[src/rtl/clkcfg_pkg.sv]
`timescale 1ns/1ps
package clkcfg_pkg;

  localparam int NREG    = 6;
  localparam int IDX_W   = 5;
  localparam int DATA_W  = 8;
  localparam logic [6:0] DEV_ADDR = 7'h69;

  // bit positions of decoded controls
  localparam int EN_LSB    = 3;
  localparam int NUM_EN    = 4;
  localparam int SPRD_BIT  = 2;
  localparam int DEEP_BIT  = 7;

  typedef enum logic [3:0] {
    ST_IDLE,
    ST_ADDR,
    ST_CMD,
    ST_WR,
    ST_ACK,
    ST_TX,
    ST_RACK,
    ST_RNEXT,
    ST_SKIP
  } tgt_state_t;

  function automatic logic [DATA_W-1:0] reg_default(input int idx);
    case (idx)
      0:       reg_default = 8'h7C;
      2:       reg_default = 8'hEA;
      3:       reg_default = 8'hAF;
      4:       reg_default = 8'h01;
      default: reg_default = 8'h00;
    endcase
  endfunction

endpackage

[src/rtl/clkcfg_line_sync.sv]
`timescale 1ns/1ps
module clkcfg_line_sync #(
  parameter int STAGES = 2
) (
  input  logic clk,
  input  logic rst_n,
  input  logic scl_i,
  input  logic sda_i,
  output logic scl_s,
  output logic sda_s,
  output logic scl_rise,
  output logic scl_fall,
  output logic start_c,
  output logic stop_c
);

  logic [STAGES-1:0] scl_sh, sda_sh;
  logic              scl_q, sda_q;

  always_ff @(posedge clk or negedge rst_n) begin
    if (!rst_n) begin
      scl_sh <= '1;
      sda_sh <= '1;
      scl_q  <= 1'b1;
      sda_q  <= 1'b1;
    end else begin
      scl_sh <= {scl_sh[STAGES-2:0], scl_i};
      sda_sh <= {sda_sh[STAGES-2:0], sda_i};
      scl_q  <= scl_sh[STAGES-1];
      sda_q  <= sda_sh[STAGES-1];
    end
  end

  assign scl_s    = scl_sh[STAGES-1];
  assign sda_s    = sda_sh[STAGES-1];
  assign scl_rise = scl_s & ~scl_q;
  assign scl_fall = ~scl_s & scl_q;
  assign start_c  = scl_s & scl_q & sda_q & ~sda_s;
  assign stop_c   = scl_s & scl_q & ~sda_q & sda_s;

endmodule

[src/rtl/clkcfg_regbank.sv]
`timescale 1ns/1ps
module clkcfg_regbank
  import clkcfg_pkg::*;
(
  input  logic              clk,
  input  logic              rst_n,
  input  logic              wr_en,
  input  logic [IDX_W-1:0]  wr_idx,
  input  logic [DATA_W-1:0] wr_data,
  input  logic [IDX_W-1:0]  rd_idx,
  output logic [DATA_W-1:0] rd_data,
  output logic [NUM_EN-1:0] out_en,
  output logic              spread_on,
  output logic              spread_deep
);

  logic [NREG-1:0][DATA_W-1:0] regs;
  logic [NREG-1:0][DATA_W-1:0] regs_nx;

  always_comb begin
    regs_nx = regs;
    for (int i = 0; i < NREG; i++) begin
      if (wr_en && (wr_idx == IDX_W'(i))) regs_nx[i] = wr_data;
    end
  end

  always_ff @(posedge clk or negedge rst_n) begin
    if (!rst_n) begin
      for (int i = 0; i < NREG; i++) regs[i] <= reg_default(i);
    end else if (wr_en) begin
      regs <= regs_nx;
    end
  end

  always_comb begin
    rd_data = '0;
    for (int i = 0; i < NREG; i++) begin
      if (rd_idx == IDX_W'(i)) rd_data = regs[i];
    end
  end

  for (genvar k = 0; k < NUM_EN; k++) begin : g_en
    assign out_en[k] = regs[0][EN_LSB+k];
  end
  assign spread_on   = regs[2][SPRD_BIT];
  assign spread_deep = regs[2][DEEP_BIT];

  // an index outside the bank leaves every register untouched
  a_r8_oob_write_dropped: assert property (@(posedge clk) disable iff (!rst_n)
    (wr_en && (wr_idx >= IDX_W'(NREG))) |=> $stable(regs));

endmodule

[src/rtl/clkcfg_proto_fsm.sv]
`timescale 1ns/1ps
module clkcfg_proto_fsm
  import clkcfg_pkg::*;
(
  input  logic              clk,
  input  logic              rst_n,
  input  logic              sda_s,
  input  logic              scl_rise,
  input  logic              scl_fall,
  input  logic              start_c,
  input  logic              stop_c,
  input  logic [DATA_W-1:0] rd_data,
  output logic [IDX_W-1:0]  rd_idx,
  output logic              wr_en,
  output logic [IDX_W-1:0]  wr_idx,
  output logic [DATA_W-1:0] wr_data,
  output logic              sda_oe
);

  tgt_state_t        state, n_state, after, n_after;
  logic [DATA_W-1:0] shreg, n_shreg;
  logic [3:0]        bitcnt, n_bitcnt;
  logic              n_oe;
  logic [IDX_W-1:0]  ptr, n_ptr, ptr_inc;
  logic [DATA_W-1:0] remain, n_remain;
  logic              cnt_pend, n_cnt_pend;
  logic              rcnt_pend, n_rcnt_pend;
  logic [DATA_W-1:0] tx_byte;
  logic              cmd_ok;

  assign ptr_inc = (ptr == '1) ? ptr : ptr + 1'b1;
  assign tx_byte = rcnt_pend ? DATA_W'(NREG) : rd_data;
  assign cmd_ok  = (shreg[6:5] == 2'b00) && (shreg[7] || (shreg[4:0] == 5'd0));
  assign rd_idx  = ptr;

  always_comb begin
    n_state     = state;
    n_after     = after;
    n_shreg     = shreg;
    n_bitcnt    = bitcnt;
    n_oe        = sda_oe;
    n_ptr       = ptr;
    n_remain    = remain;
    n_cnt_pend  = cnt_pend;
    n_rcnt_pend = rcnt_pend;
    wr_en       = 1'b0;
    wr_idx      = ptr;
    wr_data     = shreg;

    if (stop_c) begin
      n_state = ST_IDLE;
      n_oe    = 1'b0;
    end else if (start_c) begin
      n_state  = ST_ADDR;
      n_bitcnt = '0;
      n_oe     = 1'b0;
    end else begin
      case (state)
        ST_ADDR, ST_CMD, ST_WR: begin
          if (scl_rise) begin
            n_shreg  = {shreg[DATA_W-2:0], sda_s};
            n_bitcnt = bitcnt + 1'b1;
          end else if (scl_fall && (bitcnt == 4'd8)) begin
            n_bitcnt = '0;
            if (state == ST_ADDR) begin
              if (shreg[7:1] == DEV_ADDR) begin
                n_oe    = 1'b1;
                n_state = ST_ACK;
                n_after = shreg[0] ? ST_TX : ST_CMD;
              end else begin
                n_state = ST_SKIP;
              end
            end else if (state == ST_CMD) begin
              if (cmd_ok) begin
                n_oe        = 1'b1;
                n_state     = ST_ACK;
                n_after     = ST_WR;
                n_ptr       = shreg[4:0];
                n_cnt_pend  = ~shreg[7];
                n_rcnt_pend = ~shreg[7];
                n_remain    = 8'd1;
              end else begin
                n_state = ST_SKIP;
              end
            end else begin
              n_oe    = 1'b1;
              n_state = ST_ACK;
              n_after = ST_WR;
              if (cnt_pend) begin
                n_remain   = shreg;
                n_cnt_pend = 1'b0;
              end else if (remain != '0) begin
                wr_en    = 1'b1;
                n_ptr    = ptr_inc;
                n_remain = remain - 1'b1;
              end
            end
          end
        end
        ST_ACK, ST_RNEXT: begin
          if (scl_fall) begin
            if ((state == ST_RNEXT) || (after == ST_TX)) begin
              n_shreg  = tx_byte;
              n_oe     = ~tx_byte[7];
              n_bitcnt = 4'd1;
              n_state  = ST_TX;
              if (rcnt_pend) n_rcnt_pend = 1'b0;
              else           n_ptr       = ptr_inc;
            end else begin
              n_oe    = 1'b0;
              n_state = after;
            end
          end
        end
        ST_TX: begin
          if (scl_fall) begin
            if (bitcnt == 4'd8) begin
              n_oe    = 1'b0;
              n_state = ST_RACK;
            end else begin
              n_oe     = ~shreg[6];
              n_shreg  = {shreg[DATA_W-2:0], 1'b0};
              n_bitcnt = bitcnt + 1'b1;
            end
          end
        end
        ST_RACK: begin
          if (scl_rise) n_state = sda_s ? ST_SKIP : ST_RNEXT;
        end
        default: ;
      endcase
    end
  end

  always_ff @(posedge clk or negedge rst_n) begin
    if (!rst_n) begin
      state     <= ST_IDLE;
      after     <= ST_IDLE;
      shreg     <= '0;
      bitcnt    <= '0;
      sda_oe    <= 1'b0;
      ptr       <= '0;
      remain    <= '0;
      cnt_pend  <= 1'b0;
      rcnt_pend <= 1'b0;
    end else begin
      state     <= n_state;
      after     <= n_after;
      shreg     <= n_shreg;
      bitcnt    <= n_bitcnt;
      sda_oe    <= n_oe;
      ptr       <= n_ptr;
      remain    <= n_remain;
      cnt_pend  <= n_cnt_pend;
      rcnt_pend <= n_rcnt_pend;
    end
  end

  // SDA is only ever pulled low following a falling SCL edge
  a_r3_drive_after_fall: assert property (@(posedge clk) disable iff (!rst_n)
    $rose(sda_oe) |-> $past(scl_fall));

  // a STOP leaves the target idle with SDA released
  a_r9_stop_releases: assert property (@(posedge clk) disable iff (!rst_n)
    stop_c |=> (!sda_oe && (state == ST_IDLE)));

  // a target that is not addressed never pulls SDA
  a_r1_skip_silent: assert property (@(posedge clk) disable iff (!rst_n)
    (state == ST_SKIP) |-> !sda_oe);

  // a byte being sent always has a bit count between 1 and 8
  a_r6_tx_bitcount: assert property (@(posedge clk) disable iff (!rst_n)
    (state == ST_TX) |-> ((bitcnt >= 4'd1) && (bitcnt <= 4'd8)));

endmodule

[src/rtl/clkcfg_i2c_target.sv]
`timescale 1ns/1ps
module clkcfg_i2c_target
  import clkcfg_pkg::*;
(
  input  logic              clk,
  input  logic              rst_n,
  input  logic              scl_i,
  input  logic              sda_i,
  output logic              sda_oe,
  output logic [NUM_EN-1:0] out_en,
  output logic              spread_on,
  output logic              spread_deep
);

  logic [1:0]        rst_sh;
  logic              rst_int_n;
  logic              scl_s, sda_s, scl_rise, scl_fall, start_c, stop_c;
  logic [IDX_W-1:0]  rd_idx, wr_idx;
  logic [DATA_W-1:0] rd_data, wr_data;
  logic              wr_en;

  always_ff @(posedge clk or negedge rst_n) begin
    if (!rst_n) rst_sh <= 2'b00;
    else        rst_sh <= {rst_sh[0], 1'b1};
  end
  assign rst_int_n = rst_sh[1];

  clkcfg_line_sync #(.STAGES(2)) u_sync (
    .clk      (clk),
    .rst_n    (rst_int_n),
    .scl_i    (scl_i),
    .sda_i    (sda_i),
    .scl_s    (scl_s),
    .sda_s    (sda_s),
    .scl_rise (scl_rise),
    .scl_fall (scl_fall),
    .start_c  (start_c),
    .stop_c   (stop_c)
  );

  clkcfg_proto_fsm u_fsm (
    .clk      (clk),
    .rst_n    (rst_int_n),
    .sda_s    (sda_s),
    .scl_rise (scl_rise),
    .scl_fall (scl_fall),
    .start_c  (start_c),
    .stop_c   (stop_c),
    .rd_data  (rd_data),
    .rd_idx   (rd_idx),
    .wr_en    (wr_en),
    .wr_idx   (wr_idx),
    .wr_data  (wr_data),
    .sda_oe   (sda_oe)
  );

  clkcfg_regbank u_regs (
    .clk         (clk),
    .rst_n       (rst_int_n),
    .wr_en       (wr_en),
    .wr_idx      (wr_idx),
    .wr_data     (wr_data),
    .rd_idx      (rd_idx),
    .rd_data     (rd_data),
    .out_en      (out_en),
    .spread_on   (spread_on),
    .spread_deep (spread_deep)
  );

  // decoded outputs only move while a write is being committed
  a_r10_outputs_on_write: assert property (@(posedge clk) disable iff (!rst_int_n)
    !$past(wr_en) |-> ($stable(out_en) && $stable(spread_on) && $stable(spread_deep)));

  logic unused_scl;
  assign unused_scl = scl_s;

endmodule

[config.mk]
export PLATFORM = sky130hd
export DESIGN_NAME = clkcfg_i2c_target
export DESIGN_NICKNAME = d
export VERILOG_FILES = /design/src/rtl/clkcfg_pkg.sv /design/src/rtl/clkcfg_line_sync.sv /design/src/rtl/clkcfg_regbank.sv /design/src/rtl/clkcfg_proto_fsm.sv /design/src/rtl/clkcfg_i2c_target.sv
export SDC_FILE = /design/constraint.sdc
export NUM_CORES = 1
export LEC_CHECK = 0
export CAP_MARGIN = 20
export CORE_UTILIZATION = 50
export CTS_CLUSTER_DIAMETER = 200
export CTS_CLUSTER_SIZE = 40
export DETAILED_ROUTE_END_ITERATION = 10
export PLACE_DENSITY = 0.69
export SYNTH_ARGS = -nofsm -noshare
export SYNTH_HDL_FRONTEND = slang
export SYNTH_SLANG_ARGS = --single-unit
[constraint.sdc]
create_clock -name clk -period 2.8 [get_ports clk]
set_input_delay 0.56 -clock clk [delete_from_list [all_inputs] [get_ports clk]]
set_output_delay 0.56 -clock clk [all_outputs]
set_load 0.005 [all_outputs]
==> metrics.log <==
INFO  metric run_status = complete, no violations
INFO  metric fin_ws = 280.8 ps
INFO  metric ctsResizeCount = 0
INFO  metric drv_cap = 0
INFO  metric count_of_flip_flops_with_a_built_in_enable_after_synthesis = 0
INFO  metric cts_root_buffer = sky130_fd_sc_hd__clkbuf_8
INFO  metric drt-total-wl = 11.98 mm
INFO  metric leakage = 2.479 nW
INFO  metric grt_setup_unrepaired = no
INFO  metric r2r-end = u_regs.regs[37]
INFO  metric yosysWarningCount = 0
INFO  metric transition_time_at_the_pin_with_the_least_slew_margin = 589.5 ps
INFO  metric global_route_wire_length_before_repair = 19.92 mm
INFO  metric worstHoldPathType = in -> async
INFO  metric p_int = 2.022 mW
INFO  metric cts_max_level = 3
INFO  metric power.ir.vdd_worst = 0.0003151 V
INFO  metric antennaDiodeCount = 0
INFO  metric synth_cell_types = 62
INFO  metric r2r_cells = 7
INFO  metric num_vias = 4028
INFO  metric synth_seq_cells = 91
INFO  metric syn-num-nets = 534
INFO  metric async_reset_ff_frac = 1.000
INFO  metric core_area = 0.009819 mm^2
INFO  metric yosys-top-cells-area = sky130_fd_sc_hd__dfrtp_1 34%, sky130_fd_sc_hd__dfstp_2 12%, sky130_fd_sc_hd__mux2_2 9.3%
INFO  metric start_util = 0.5159
INFO  metric initial_antenna_violation_count = 0
INFO  metric clock-sinks = 91
INFO  metric synth_ff_type = sky130_fd_sc_hd__dfrtp_1
INFO  metric detailedPlace.worstSlack = 282.1 ps
INFO  metric period_minus_slack = 2519 ps
INFO  metric hpwl = 8.567 mm
INFO  metric relative_contribution_of_the_clock_network_to_total_power = 0.335
INFO  metric io_buffer_count = 10
INFO  metric r2r_setup_slack = 280 ps
INFO  metric worst_setup_path_start_kind = register
INFO  metric skew = about 10 ps
INFO  metric max-slew-margin-rel = 0.6029
INFO  metric synth-adder-area-share = 0.01976
INFO  metric post_synth_inst_count = 522
INFO  metric critical_path_class = reg -> reg
INFO  metric syn_area_per_cell = slightly below 10 um^2
INFO  metric dieHeight = 102.7 um
INFO  metric initialDrtViolationCount = ~300
INFO  metric worstSkewPairLatency = roughly 370 ps
INFO  metric met3WireLength = 557 um
INFO  metric drt-vias-per-instance = between 6 and 7
INFO  metric synth.area.mux_share = 0.1230
INFO  metric maximum_number_of_pins_on_one_net_before_global_route_repair = 48
INFO  metric synth.cells.most_frequent = 68 x sky130_fd_sc_hd__dfrtp_1, 46 x sky130_fd_sc_hd__nor2_1, 44 x sky130_fd_sc_hd__nand2_1
INFO  metric synthesis.area = 0.005066 mm^2
INFO  metric tns = 0 ps
INFO  metric drive_above_1_share = 0.2393
INFO  metric wl_per_cell = 17.93 um
INFO  metric rr_startpoint = u_fsm.bitcnt[0]
INFO  metric ys_seq_area_frac = 0.4552
INFO  metric tritoncts_clock_tree = done
INFO  metric ctsLongestPathBuffers = 2
INFO  metric cp_max_fo = 10
INFO  metric uppermost_signal_routing_layer_after_detailed_routing = met4
INFO  metric synth_largest_area_cell = sky130_fd_sc_hd__dfrtp_1
INFO  metric crit_required = 3060 ps
INFO  metric drc = 0
INFO  metric slowest_stage = sky130_fd_sc_hd__or3_1
INFO  metric comb_power_share = 0.133
INFO  metric gr-usage-all-layers = 0.2501
INFO  metric die_x = 102.7 um
INFO  metric seq_power_share = 0.532
INFO  metric powerDensity = 521.3 mW/mm^2
INFO  metric power_switching = slightly below 900 uW
INFO  metric clk_transition_reported_paths = about 90 ps
INFO  metric synth_compound_gate_area_share = 0.1660
INFO  metric cts_setup_buffers = 0
INFO  metric maxClockFrequency = 397.0 MHz
INFO  metric cts-buffers-inserted = 9
INFO  metric cts_hold_buffers = 0
INFO  metric crit_path_end_kind = register
INFO  metric yosys.cell_count.top_type = sky130_fd_sc_hd__dfrtp_1
INFO  metric p_sw_frac = 0.3013
INFO  metric setup_viol_count_final = 0
INFO  metric critPathMaxStageDelay = 590 ps
INFO  metric grt_pass1_vias = 3896
INFO  metric count_of_endpoints_failing_hold_in_the_final_timing_report = 0
INFO  metric cp_data_arrival_time = 2770 ps
INFO  metric met1Wirelength = 5.726 mm
INFO  metric min_period_over_period = 0.8997
INFO  metric die_area = 0.01054 mm^2
INFO  metric num_rows = 36
INFO  metric largest_family_of_logic_cells_by_synthesized_area = simple AND/OR/NAND/NOR gates
INFO  metric first_pass_iters = 5
INFO  metric cp_cell_sequence = inv_1 -> ha_1 -> and3b_1 -> nand4_2 -> or3_4 -> or3_1 -> mux2_4
INFO  metric route.met2.wl = 5.470 mm
INFO  metric post_synth_and_or_nand_nor_area_fraction = 0.1820
INFO  metric synth_xor_area_frac = 0.003458
INFO  metric syn2layout_area_growth = 9.607%
INFO  metric routabilityCongestion = between 0.9 and 1
INFO  metric fin_nets = 542
INFO  metric slew_violations = 0
INFO  metric top_level_i_o_count = 11
INFO  metric antenna_left = 0
INFO  metric sum_of_overflow_across_all_layers_after_global_routing = 0
INFO  metric synth_top_area_share = 0.3359
## final cells by class
cell class | count | area [um^2]
fillers | 884 | 4267
well taps | 133 | 166.4
flip-flops and latches | 91 | 2310
clock buffers | 11 | 131.4
inverters | 15 | 56.30
repair buffers | 36 | 295.3
multi-input cells | 377 | 2514
clock inverters | 5 | 80.08
## how the worst max path moves through the flow
stage / start / depth (start not counted) / slack, ps / to
final: u_fsm.bitcnt[0] / 7 / 280 / u_regs.regs[37]
after global routing: u_fsm.bitcnt[0] / 7 / 160 / u_regs.regs[39]
after CTS: u_fsm.bitcnt[0] / 7 / 290 / u_regs.regs[39]
after detailed placement: u_fsm.bitcnt[0] / 7 / 280 / u_regs.regs[39]
after global placement: u_fsm.bitcnt[0] / 7 / 360 / u_regs.regs[37]
after floorplan: rst_sh[1] / 0 / 120 / u_fsm.after[0]
## routing by layer
metal,track usage,up-vias
met4,0.08791,0
met3,0.03661,19
met1,0.3575,2018
met5,0,-
li1,-,1891
met2,0.3887,100
## cell usage in the layout, fill, tap and decap left out, types with 13 or more instances in the layout
cell type and count:
sky130_fd_sc_hd__nor3_1 13, sky130_fd_sc_hd__dfrtp_1 67, sky130_fd_sc_hd__nand2_1 44, sky130_fd_sc_hd__mux2_2 42, sky130_fd_sc_hd__buf_4 26, sky130_fd_sc_hd__dfstp_2 23
sky130_fd_sc_hd__a21oi_1 37, sky130_fd_sc_hd__nor2_1 46, sky130_fd_sc_hd__inv_1 15, sky130_fd_sc_hd__o21ai_0 33
## stage by stage
step / hold slack [ps] / area [um^2] / cells / power, mW / utilization
after floorplan: 264.4 / 5066 / 522 / 1.751 / -
after global placement: 341.3 / 5341 / 652 / 1.936 / 0.5440
after detailed placement: 337.8 / 5341 / 652 / 1.941 / 0.5440
after CTS: 338.8 / 5553 / 668 / 2.904 / 0.5655
after global routing: 344.2 / 5553 / 668 / 3.010 / 0.5655
final: 343.5 / 5553 / 668 / 2.894 / 0.5655
## critical path: cells and delay by family (launching register included)
kind | cells | cell delay [ps]
buffers and inverters | 1 | 90
DFF | 1 | 430
muxes | 1 | 380
and+or+nand+nor | 4 | 1350
adders and majority gates | 1 | 170
## kinds of logic after synthesis
kind of cell	count (synthesis)
AOI/OAI and AO/OA	133
and+or+nand+nor	179
adders and majority gates	8
xor gates and xnor gates	2
muxes	54
other	1
DFF	91
buffers and inverters	54
## power by group through the flow
stage	combinational [mW]	clock (mW)	sequential, mW
6_report	0.384	0.970	1.54
5_1_grt	0.420	1.04	1.55
4_1_cts	0.381	0.987	1.54
3_5_place_dp	0.379	0	1.56
3_3_place_gp	0.376	0	1.56
2_1_floorplan	0.294	0	1.46
## registers in the layout, summed over array words and instances, names as in the netlist, 2 cells and up
register       flops
u_sync.sda_sh      2
u_fsm.after        3
u_sync.scl_sh      2
u_fsm.remain       8
u_fsm.wr_data      8
u_fsm.state        4
u_fsm.rd_idx       5
u_regs.regs       42
rst_sh             2
u_fsm.bitcnt       4
u_regs.out_en      4
No activity file was read; power rests on OpenSTA's default activity.
